==> src/rtl/synth_ser_pkg.sv <==
package synth_ser_pkg;

  localparam int CTRL_W = 2;
  localparam logic [CTRL_W-1:0] SEL_DIVIDER = 2'b11;

  typedef struct packed {
    logic shiftEn;
    logic loadDiv;
  } serStrobes_t;

endpackage

==> src/rtl/synth_ser_ctrl.sv <==
module synth_ser_ctrl
  import synth_ser_pkg::*;
(
  input  logic              clk,
  input  logic              rst_n,
  input  logic              serClk,
  input  logic              latchEn,
  input  logic [CTRL_W-1:0] ctrlBits,
  output serStrobes_t       strobes
);

  logic serClkQ;
  logic latchQ;
  logic serRise;
  logic latchRise;

  always_ff @(posedge clk or negedge rst_n) begin
    if (!rst_n) begin
      serClkQ <= 1'b0;
      latchQ  <= 1'b0;
    end else begin
      serClkQ <= serClk;
      latchQ  <= latchEn;
    end
  end

  always_comb begin
    serRise   = serClk & ~serClkQ;
    latchRise = latchEn & ~latchQ;
    strobes.shiftEn = serRise;
    strobes.loadDiv = latchRise && (ctrlBits == SEL_DIVIDER);
  end

endmodule

==> src/rtl/synth_ser_datapath.sv <==
module synth_ser_datapath
  import synth_ser_pkg::*;
#(
  parameter int WORD_W = 24,
  parameter int A_W    = 6,
  parameter int B_W    = 11,
  parameter int A_LSB  = 2
) (
  input  logic              clk,
  input  logic              rst_n,
  input  logic              serData,
  input  serStrobes_t       strobes,
  output logic [WORD_W-1:0] shiftWord,
  output logic [CTRL_W-1:0] ctrlBits,
  output logic [A_W-1:0]    aCount,
  output logic [B_W-1:0]    bCount,
  output logic              prescHigh,
  output logic              cpHigh,
  output logic              dampOn
);

  localparam int B_LSB     = A_LSB + A_W;
  localparam int GAIN_BIT  = B_LSB + B_W;
  localparam int PRESC_BIT = GAIN_BIT + 1;

  always_ff @(posedge clk or negedge rst_n) begin
    if (!rst_n) begin
      shiftWord <= '0;
    end else if (strobes.shiftEn) begin
      shiftWord <= {shiftWord[WORD_W-2:0], serData};
    end
  end

  assign ctrlBits = shiftWord[CTRL_W-1:0];

  always_ff @(posedge clk or negedge rst_n) begin
    if (!rst_n) begin
      aCount    <= '0;
      bCount    <= '0;
      prescHigh <= 1'b0;
      cpHigh    <= 1'b0;
      dampOn    <= 1'b0;
    end else if (strobes.loadDiv) begin
      aCount    <= shiftWord[A_LSB +: A_W];
      bCount    <= shiftWord[B_LSB +: B_W];
      prescHigh <= shiftWord[PRESC_BIT];
      cpHigh    <= shiftWord[GAIN_BIT];
      dampOn    <= shiftWord[GAIN_BIT];
    end
  end

endmodule

==> src/rtl/synth_serial_ctrl.sv <==
module synth_serial_ctrl
  import synth_ser_pkg::*;
#(
  parameter int WORD_W = 24,
  parameter int A_W    = 6,
  parameter int B_W    = 11,
  parameter int A_LSB  = 2
) (
  input  logic           clk,
  input  logic           rst_n,
  input  logic           serClk,
  input  logic           serData,
  input  logic           latchEn,
  output logic [A_W-1:0] aCount,
  output logic [B_W-1:0] bCount,
  output logic           prescHigh,
  output logic           cpHigh,
  output logic           dampOn
);

  serStrobes_t       strobes;
  logic [WORD_W-1:0] shiftWord;
  logic [CTRL_W-1:0] ctrlBits;

  synth_ser_ctrl u_ctrl (
    .clk      (clk),
    .rst_n    (rst_n),
    .serClk   (serClk),
    .latchEn  (latchEn),
    .ctrlBits (ctrlBits),
    .strobes  (strobes)
  );

  synth_ser_datapath #(
    .WORD_W (WORD_W),
    .A_W    (A_W),
    .B_W    (B_W),
    .A_LSB  (A_LSB)
  ) u_dp (
    .clk       (clk),
    .rst_n     (rst_n),
    .serData   (serData),
    .strobes   (strobes),
    .shiftWord (shiftWord),
    .ctrlBits  (ctrlBits),
    .aCount    (aCount),
    .bCount    (bCount),
    .prescHigh (prescHigh),
    .cpHigh    (cpHigh),
    .dampOn    (dampOn)
  );

endmodule

==> config.mk <==
export PLATFORM = sky130hd
export DESIGN_NAME = synth_serial_ctrl
export DESIGN_NICKNAME = d
export VERILOG_FILES = /design/src/rtl/synth_ser_pkg.sv /design/src/rtl/synth_ser_ctrl.sv /design/src/rtl/synth_ser_datapath.sv /design/src/rtl/synth_serial_ctrl.sv
export SDC_FILE = /design/constraint.sdc
export NUM_CORES = 1
export LEC_CHECK = 0
export ABC_CLOCK_PERIOD_IN_PS = 1700
export BUFFER_PORTS_ARGS = -buffer_cell sky130_fd_sc_hd__buf_2
export CAP_MARGIN = 20
export CELL_PAD_IN_SITES_DETAIL_PLACEMENT = 1
export CELL_PAD_IN_SITES_GLOBAL_PLACEMENT = 2
export CORE_ASPECT_RATIO = 1.25
export CORE_MARGIN = 1.5
export CORE_UTILIZATION = 42
export CTS_CLUSTER_SIZE = 24
export DETAILED_ROUTE_END_ITERATION = 7
export MAX_ROUTING_LAYER = met4
export PLACE_DENSITY_LB_ADDON = 0.1
export REMOVE_ABC_BUFFERS = 1
export SETUP_SLACK_MARGIN = 0.1
export SYNTH_ARGS = -nofsm -noshare
export SYNTH_HDL_FRONTEND = slang
export SYNTH_HIERARCHICAL = 1
export SYNTH_SLANG_ARGS = --single-unit
==> constraint.sdc <==
create_clock -name clk -period 1.7 [get_ports clk]
set_clock_uncertainty 0.05 [all_clocks]
set_input_delay 0.255 -clock clk [delete_from_list [all_inputs] [get_ports clk]]
set_output_delay 0.255 -clock clk [all_outputs]
set_load 0.02 [all_outputs]
* Word level (Yosys, flattened, before mapping) *
Index checks and enable logic that the tools add are counted.

word-level totals
  flip-flop bits (word level) = 42
  bits of input ports = 5
  output and inout port bits = 20
  word-level logic and storage cells = 13

operators by class
  equality and inequality tests = 1
  bitwise logic cells = 4
  reduce and logical (&&, ||, !) cells = 1

operators with widths
  kind                                         count
  bitwise AND 1 bit                            2
  equality test 2 bit (second input constant)  1
  inverter 1 bit                               2
  logical AND 1 bit                            1

* Depth between registers and ports, before layout *
Gate-level depths: netlist of the first run.

  depth after elaboration = 3
  depth in mapped cells = 5
  gate-level depth less buffers = 2

* By module *
Netlist of the first run, hierarchy kept.

modules (own cells, without submodules)
  module              instances  cells an instance  area each (um2)  sequential area each (um2)
  synth_ser_datapath  1          94                 1760.4           1076.0
  synth_ser_ctrl      1          5                  73.8             50.0

* Least setup slack after synthesis of the first run *
No wires, ideal clock.

  path type = register -> register
  start = register u_ctrl.latchQ
  end = register u_dp.aCount[0]
  library setup time = 0.125 ns
  data arrival time = 1.147 ns
  data required time = 1.525 ns
  slack = 0.378 ns
  cell stages (with the launch flop) = 5
  buffers on the path = 2
  period minus slack after synthesis = 1.322 ns
  cell sequence = dfrtp_1 -> and4b_1 -> buf_6 -> buf_12 -> mux2_4

RTL lines
  item                      line                      text
  start: declaration        synth_ser_ctrl.sv:13      logic latchQ;
  start signal: assignment  synth_ser_ctrl.sv:23      latchQ <= latchEn;
  end signal: assignment    synth_ser_datapath.sv:44  aCount <= shiftWord[A_LSB +: A_W];
  end: declaration          synth_ser_datapath.sv:15  output logic [A_W-1:0] aCount,

==> results.ini, run 1 <==
[global_route]
grt_max_degree = 23
antenna_found_initial = 0
grt_use_met1 = 0.175
top_usage_layer = met2
grtUsageMet2 = 0.209
grt-ovfl-total = 0
grt_usage = 0.140
grt_pass1_wl_mm = 4.35
first_global_vias = 904
grt.met3_usage = 0.0487

[job]
maxCapViolCount = 0

[critical_path]
worstPathRequired_ps = 1820
critPathCaptureType = flip-flop
reg2regPathDepth = 3
worstSetupEndpoint = u_dp/bCount[4]
crit_arrival_ps = 1470
r2r-start = u_ctrl/latchQ
cp_max_fo = 9
crit_start = u_ctrl/latchQ
setup.worst_path.class = reg -> reg
critPathLaunchType = flip-flop
ff2ff_setup_slack_ps = 350
worstReg2RegEnd = u_dp/bCount[4]

[synth]
synth_cells = 91
yosys_warnings = 6
netlist_area_um2 = 1710
syn_avg_cell_area_um2 = 18.8

[route]
ant_nets = 0
wl_per_cell_um = 14.8
post-route-drc-count = 0
drt_wl_total_mm = 2.58
vias = 800
drtPass1Iterations = 3
routed_via_density = 4.60
drt_iter0_drc = 10

[floorplanning]
io-pin-count = 25
die_h_um = 74.3
die_area_um2 = 4460
initial_utilization = 0.444
core-area_um2 = 3850
chipWidth_um = 60.0
rows = 25

[sta]
period_needed_ps = 1350
relSlewSlack = 0.673
worstMarginPinSlew_ps = 491
holdWs_ps = 42.2
setup_viol = 0
finalCritPeriodShare = 0.797
hold_viol = 0
fmax_ghz = 0.738
rsz0062_at_grt = no
report.final.slew_viol_count = 0
setup_slack_ps = 345

[power]
comb_power_share = 0.288
p_int_mw = 2.10
cellLeakagePower_nw = 1.00
seqPwrFrac = 0.514
p_clk_frac = 0.198
p_per_area_nw_per_um2 = 1520
vdd.ir_drop.worst_uv = 686
power_mw = 2.98
switchingPower_mw = 0.883
p_sw_frac = 0.296

[placed_design]
portBuffers = 24
place_inst = 166
dpl.hpwl_mm = 1.75
pre_cts_ws_ps = 341
place.gp.congestion = 0.646

[cells_and_area]
final_cells = 174
drive_gt1_frac = 0.633
final_common_cell = dfrtp_1
utilization = 0.510
diodes = 0
mostFrequentLayoutCells = dfrtp_1 (42), mux2_4 (29), buf_2 (24)
nNetsFinal = 125
fill_cells = 372
area_growth_pct = 14.9

[hold_path]
worstHoldPathType = in -> reg

[cts]
h-tree-depth = 2
clock-sinks = 42
clk_latency_ps = 280
cts_buffer_depth = 2
cts_buffers = 5
clkTransAtPathRegs_ps = 70
post_cts_buffers = 0
root_buffer = clkbuf_8
cts_tree = built

[outcome]
outcome = finished clean

critical path, cell delays in order, from the launching register on:
cell and delay [ps]:
dfrtp_1 360, and4b_1 260, buf_4 210, mux2_2 360
layout make-up:
type | count | area [um2] | area share
Sequential cell | 42 | 1050 | 0.536
Multi-Input combinational cell | 42 | 578 | 0.295
Timing Repair Buffer | 29 | 185 | 0.0944
Clock buffer | 5 | 68.8 | 0.0351
Tap cell | 54 | 67.6 | 0.0345
Clock inverter | 2 | 10.0 | 0.00511
power groups by stage:
stage          logic (mW)  registers [mW]  clock network [mW]
6_report            0.860            1.53               0.591
5_1_grt             0.919            1.58               0.661
4_1_cts             0.874            1.54               0.624
3_5_place_dp        0.868            1.56                   0
3_3_place_gp        0.853            1.55                   0
2_1_floorplan       0.470            1.67                   0
worst min-delay path by stage:
| stage | from | to | slack [ps] | cells past startpoint |
|---|---|---|---|---|
| finish | latchEn | u_ctrl/latchQ | 40 | 1 |
| global route | latchEn | u_ctrl/latchQ | 30 | 1 |
| CTS | latchEn | u_ctrl/latchQ | 30 | 1 |
| detailed placement | rst_n | u_ctrl/serClkQ | 200 | 1 |
| global placement | rst_n | u_ctrl/serClkQ | 200 | 1 |
| floorplan | rst_n | u_ctrl/latchQ | -90 | 0 |
sequential cells by signal (all words and copies together), names as in the netlist:
signal,flops
u_dp/shiftWord,21
u_dp/bCount,11
u_dp/aCount,6
u_ctrl/latchQ,1
u_ctrl/serClkQ,1
u_dp/cpHigh,1
u_dp/prescHigh,1
through the flow:
| stage | TNS, ps | area [um2] |
|---|---|---|
| 6_report | 0 | 1960 |
| 5_1_grt | 0 | 1960 |
| 4_1_cts | 0 | 1960 |
| 3_5_place_dp | 0 | 1870 |
| 3_3_place_gp | 0 | 1870 |
| 2_1_floorplan | -13120 | 1630 |
per-layer routing:
layer  vias up  part of all wire
met5         -                 0
met4         0            0.0066
met3         2             0.033
met2        16              0.48
met1       413              0.48
li1        369                 -
repair_timing:
item / 4_1_cts / 5_1_grt
gates resized for setup: 0 / 0
hold endpoints to repair: 20 / 0
hold buffers: 1 / 0
setup endpoints to repair: 0 / 0
No activity file was read; power rests on OpenSTA's default activity.
==> inputs of run 2 (changes only) <==
Settings changed: ABC_AREA from default to 1, ABC_CLOCK_PERIOD_IN_PS 1700 to 1100, CORE_UTILIZATION 42 to 31.
Clock period 1.7 ns to 1.1 ns, I/O delays scaled along.
==> results.ini, run 2 <==
[outcome]
outcome = finished clean  ; unchanged

[cts]
cts_tree = built  ; unchanged
cts_buffer_depth = 2  ; unchanged
clk_latency_ps = 290  ; was 280 ps
h-tree-depth = 2  ; unchanged
clkTransAtPathRegs_ps = 80  ; was 70 ps
clock-sinks = 42  ; unchanged
cts_buffers = 5  ; unchanged
root_buffer = clkbuf_8  ; unchanged

[cells_and_area]
largest_register = u_dp/shiftWord  ; unchanged
reg.largest.list = u_dp/shiftWord x21, u_dp/bCount x11, u_dp/aCount x6  ; unchanged
final_cells = 293  ; was 174
mostFrequentLayoutCells = nand2_1 (86), dfrtp_1 (42), nand2_2 (28)  ; was dfrtp_1 (42), mux2_4 (29), buf_2 (24)
largest_reg_flops = 21  ; unchanged
drive_gt1_frac = 0.420  ; was 0.633
fill_cells = 588  ; was 372
final_common_cell = nand2_1  ; was dfrtp_1
diodes = 0  ; unchanged
area_growth_pct = 47.6  ; was 14.9%
nNetsFinal = 235  ; was 125

[sta]
rsz0062_at_grt = yes  ; was no
holdWs_ps = 29.3  ; was 42.2 ps
fmax_ghz = 0.926  ; was 0.738 GHz
worstMarginPinSlew_ps = 234  ; was 491 ps
relSlewSlack = 0.844  ; was 0.673
finalCritPeriodShare = 0.982  ; was 0.797
report.final.slew_viol_count = 0  ; unchanged
period_needed_ps = 1080  ; was 1350 ps
hold_viol = 0  ; unchanged
setup_viol = 0  ; unchanged
fin_tns_setup_ps = 0  ; unchanged

[global_route]
grt-ovfl-total = 0  ; unchanged
grt_max_degree = 43  ; was 23
grt_usage = 0.150  ; was 0.140
antenna_found_initial = 0  ; unchanged
first_global_vias = 1367  ; was 904
grt_pass1_wl_mm = 6.27  ; was 4.35 mm

[floorplanning]
initial_utilization = 0.324  ; was 0.444
io-pin-count = 25  ; unchanged
die_area_um2 = 5760  ; was 4460 um2
core-area_um2 = 5080  ; was 3850 um2
chipWidth_um = 68.2  ; was 60.0 um
rows = 29  ; was 25
die_h_um = 84.5  ; was 74.3 um

[synth]
synth_cells = 180  ; was 91
netlist_area_um2 = 1650  ; was 1710 um2
syn_avg_cell_area_um2 = 9.14  ; was 18.8 um2
yosys_warnings = 6  ; unchanged

[critical_path]
setup.worst_path.class = reg -> reg  ; unchanged
worstReg2RegEnd = u_dp/shiftWord[2]  ; was u_dp/bCount[4]
r2r-start = u_ctrl/serClkQ  ; was u_ctrl/latchQ
ff2ff_setup_slack_ps = 20  ; was 350 ps
crit_arrival_ps = 1260  ; was 1470 ps
reg2regPathDepth = 5  ; was 3
worstSetupEndpoint = u_dp/shiftWord[2]  ; was u_dp/bCount[4]
cp_max_fo = 7  ; was 9
worstPathRequired_ps = 1280  ; was 1820 ps
critPathLaunchType = flip-flop  ; unchanged
crit_start = u_ctrl/serClkQ  ; was u_ctrl/latchQ
critPathCaptureType = flip-flop  ; unchanged

[power]
switchingPower_mw = 1.07  ; was 0.883 mW
p_int_mw = 2.64  ; was 2.10 mW
vdd.ir_drop.worst_uv = 656  ; was 686 uV
p_per_area_nw_per_um2 = 1530  ; was 1520 nW/um2
p_sw_frac = 0.289  ; was 0.296
p_clk_frac = 0.275  ; was 0.198
cellLeakagePower_nw = 1.37  ; was 1.00 nW
seqPwrFrac = 0.523  ; was 0.514
comb_power_share = 0.202  ; was 0.288

[placed_design]
place.gp.congestion = 0.696  ; was 0.646
place_inst = 262  ; was 166
portBuffers = 24  ; unchanged
dpl.hpwl_mm = 2.31  ; was 1.75 mm

[route]
ant_nets = 0  ; unchanged
wl_per_cell_um = 13.6  ; was 14.8 um
drtPass1Iterations = 4  ; was 3
vias = 1327  ; was 800
routed_via_density = 4.53  ; was 4.60
post-route-drc-count = 0  ; unchanged
drt_iter0_drc = 28  ; was 10
drt_wl_total_mm = 3.98  ; was 2.58 mm

[hold_path]
worstHoldPathType = in -> reg  ; unchanged

[job]
maxCapViolCount = 0  ; unchanged

## run 2: worst min path at each step
stage / cells after the start / startpoint / end / slack [ps]
floorplan: 0 / rst_n / u_ctrl/latchQ / -180
CTS: 3 / serData / u_dp/shiftWord[0] / 30
detailed placement: 2 / rst_n / u_dp/prescHigh / 110
finish: 3 / serData / u_dp/shiftWord[0] / 30
global placement: 2 / rst_n / u_dp/cpHigh / 100
global route: 3 / serData / u_dp/shiftWord[0] / 30
## run 2: power by group through the flow
stage          clock network (mW)  logic (mW)  registers (mW)
4_1_cts                      1.07       0.631            1.90
2_1_floorplan                   0       0.181            1.98
3_5_place_dp                    0       0.484            1.91
6_report                     1.02       0.748            1.94
3_3_place_gp                    0       0.465            1.90
5_1_grt                      1.14       0.825            1.97
## run 2: critical path, cell delays in order (launching register included)
cell,delay [ps]
dfrtp_1,410
nor2_4,110
buf_12,180
clkbuf_16,160
nand2_1,50
nand2_1,60
## run 2: area by class of cell
class	count	area [um2]	area share
clock buffers	7	86.3	0.0355
clock inverters	1	5.00	0.00206
inverters	4	30.0	0.0124
multi-input cells	124	611	0.251
flip-flops and latches	42	1050	0.433
well taps	62	77.6	0.0319
repair buffers	51	548	0.226
repair inverters	2	20.0	0.00824
## run 2: per-layer routing
layer	up-vias	wire [um]	track usage	part of all wire
li1	633	-	-	-
met1	667	1710	0.173	0.43
met2	21	2090	0.246	0.52
met3	6	114	0.0402	0.029
met4	0	68	0.0545	0.017
met5	-	0	-	0
## run 2: through the flow
| stage | area [um2] | setup WS, ps | total power, mW | utilization |
|---|---|---|---|---|
| after CTS | 2160 | 7.84 | 3.60 | 0.424 |
| after floorplan | 1540 | -525 | 2.16 | - |
| after global placement | 1820 | 45.3 | 2.37 | 0.358 |
| after global routing | 2430 | -77.0 | 3.93 | 0.478 |
| final | 2430 | 19.8 | 3.71 | 0.478 |
| after detailed placement | 1820 | -32.9 | 2.39 | 0.358 |
## run 2: what timing repair did
item | in CTS | in global routing
pin swaps | 1 | 17
resized for setup | 45 | 52
hold buffers | 3 | 0
endpoints found under the setup margin | 60 | 60
hold endpoints to repair | 44 | 0
cloned | 1 | 3
setup buffers | 9 | 7
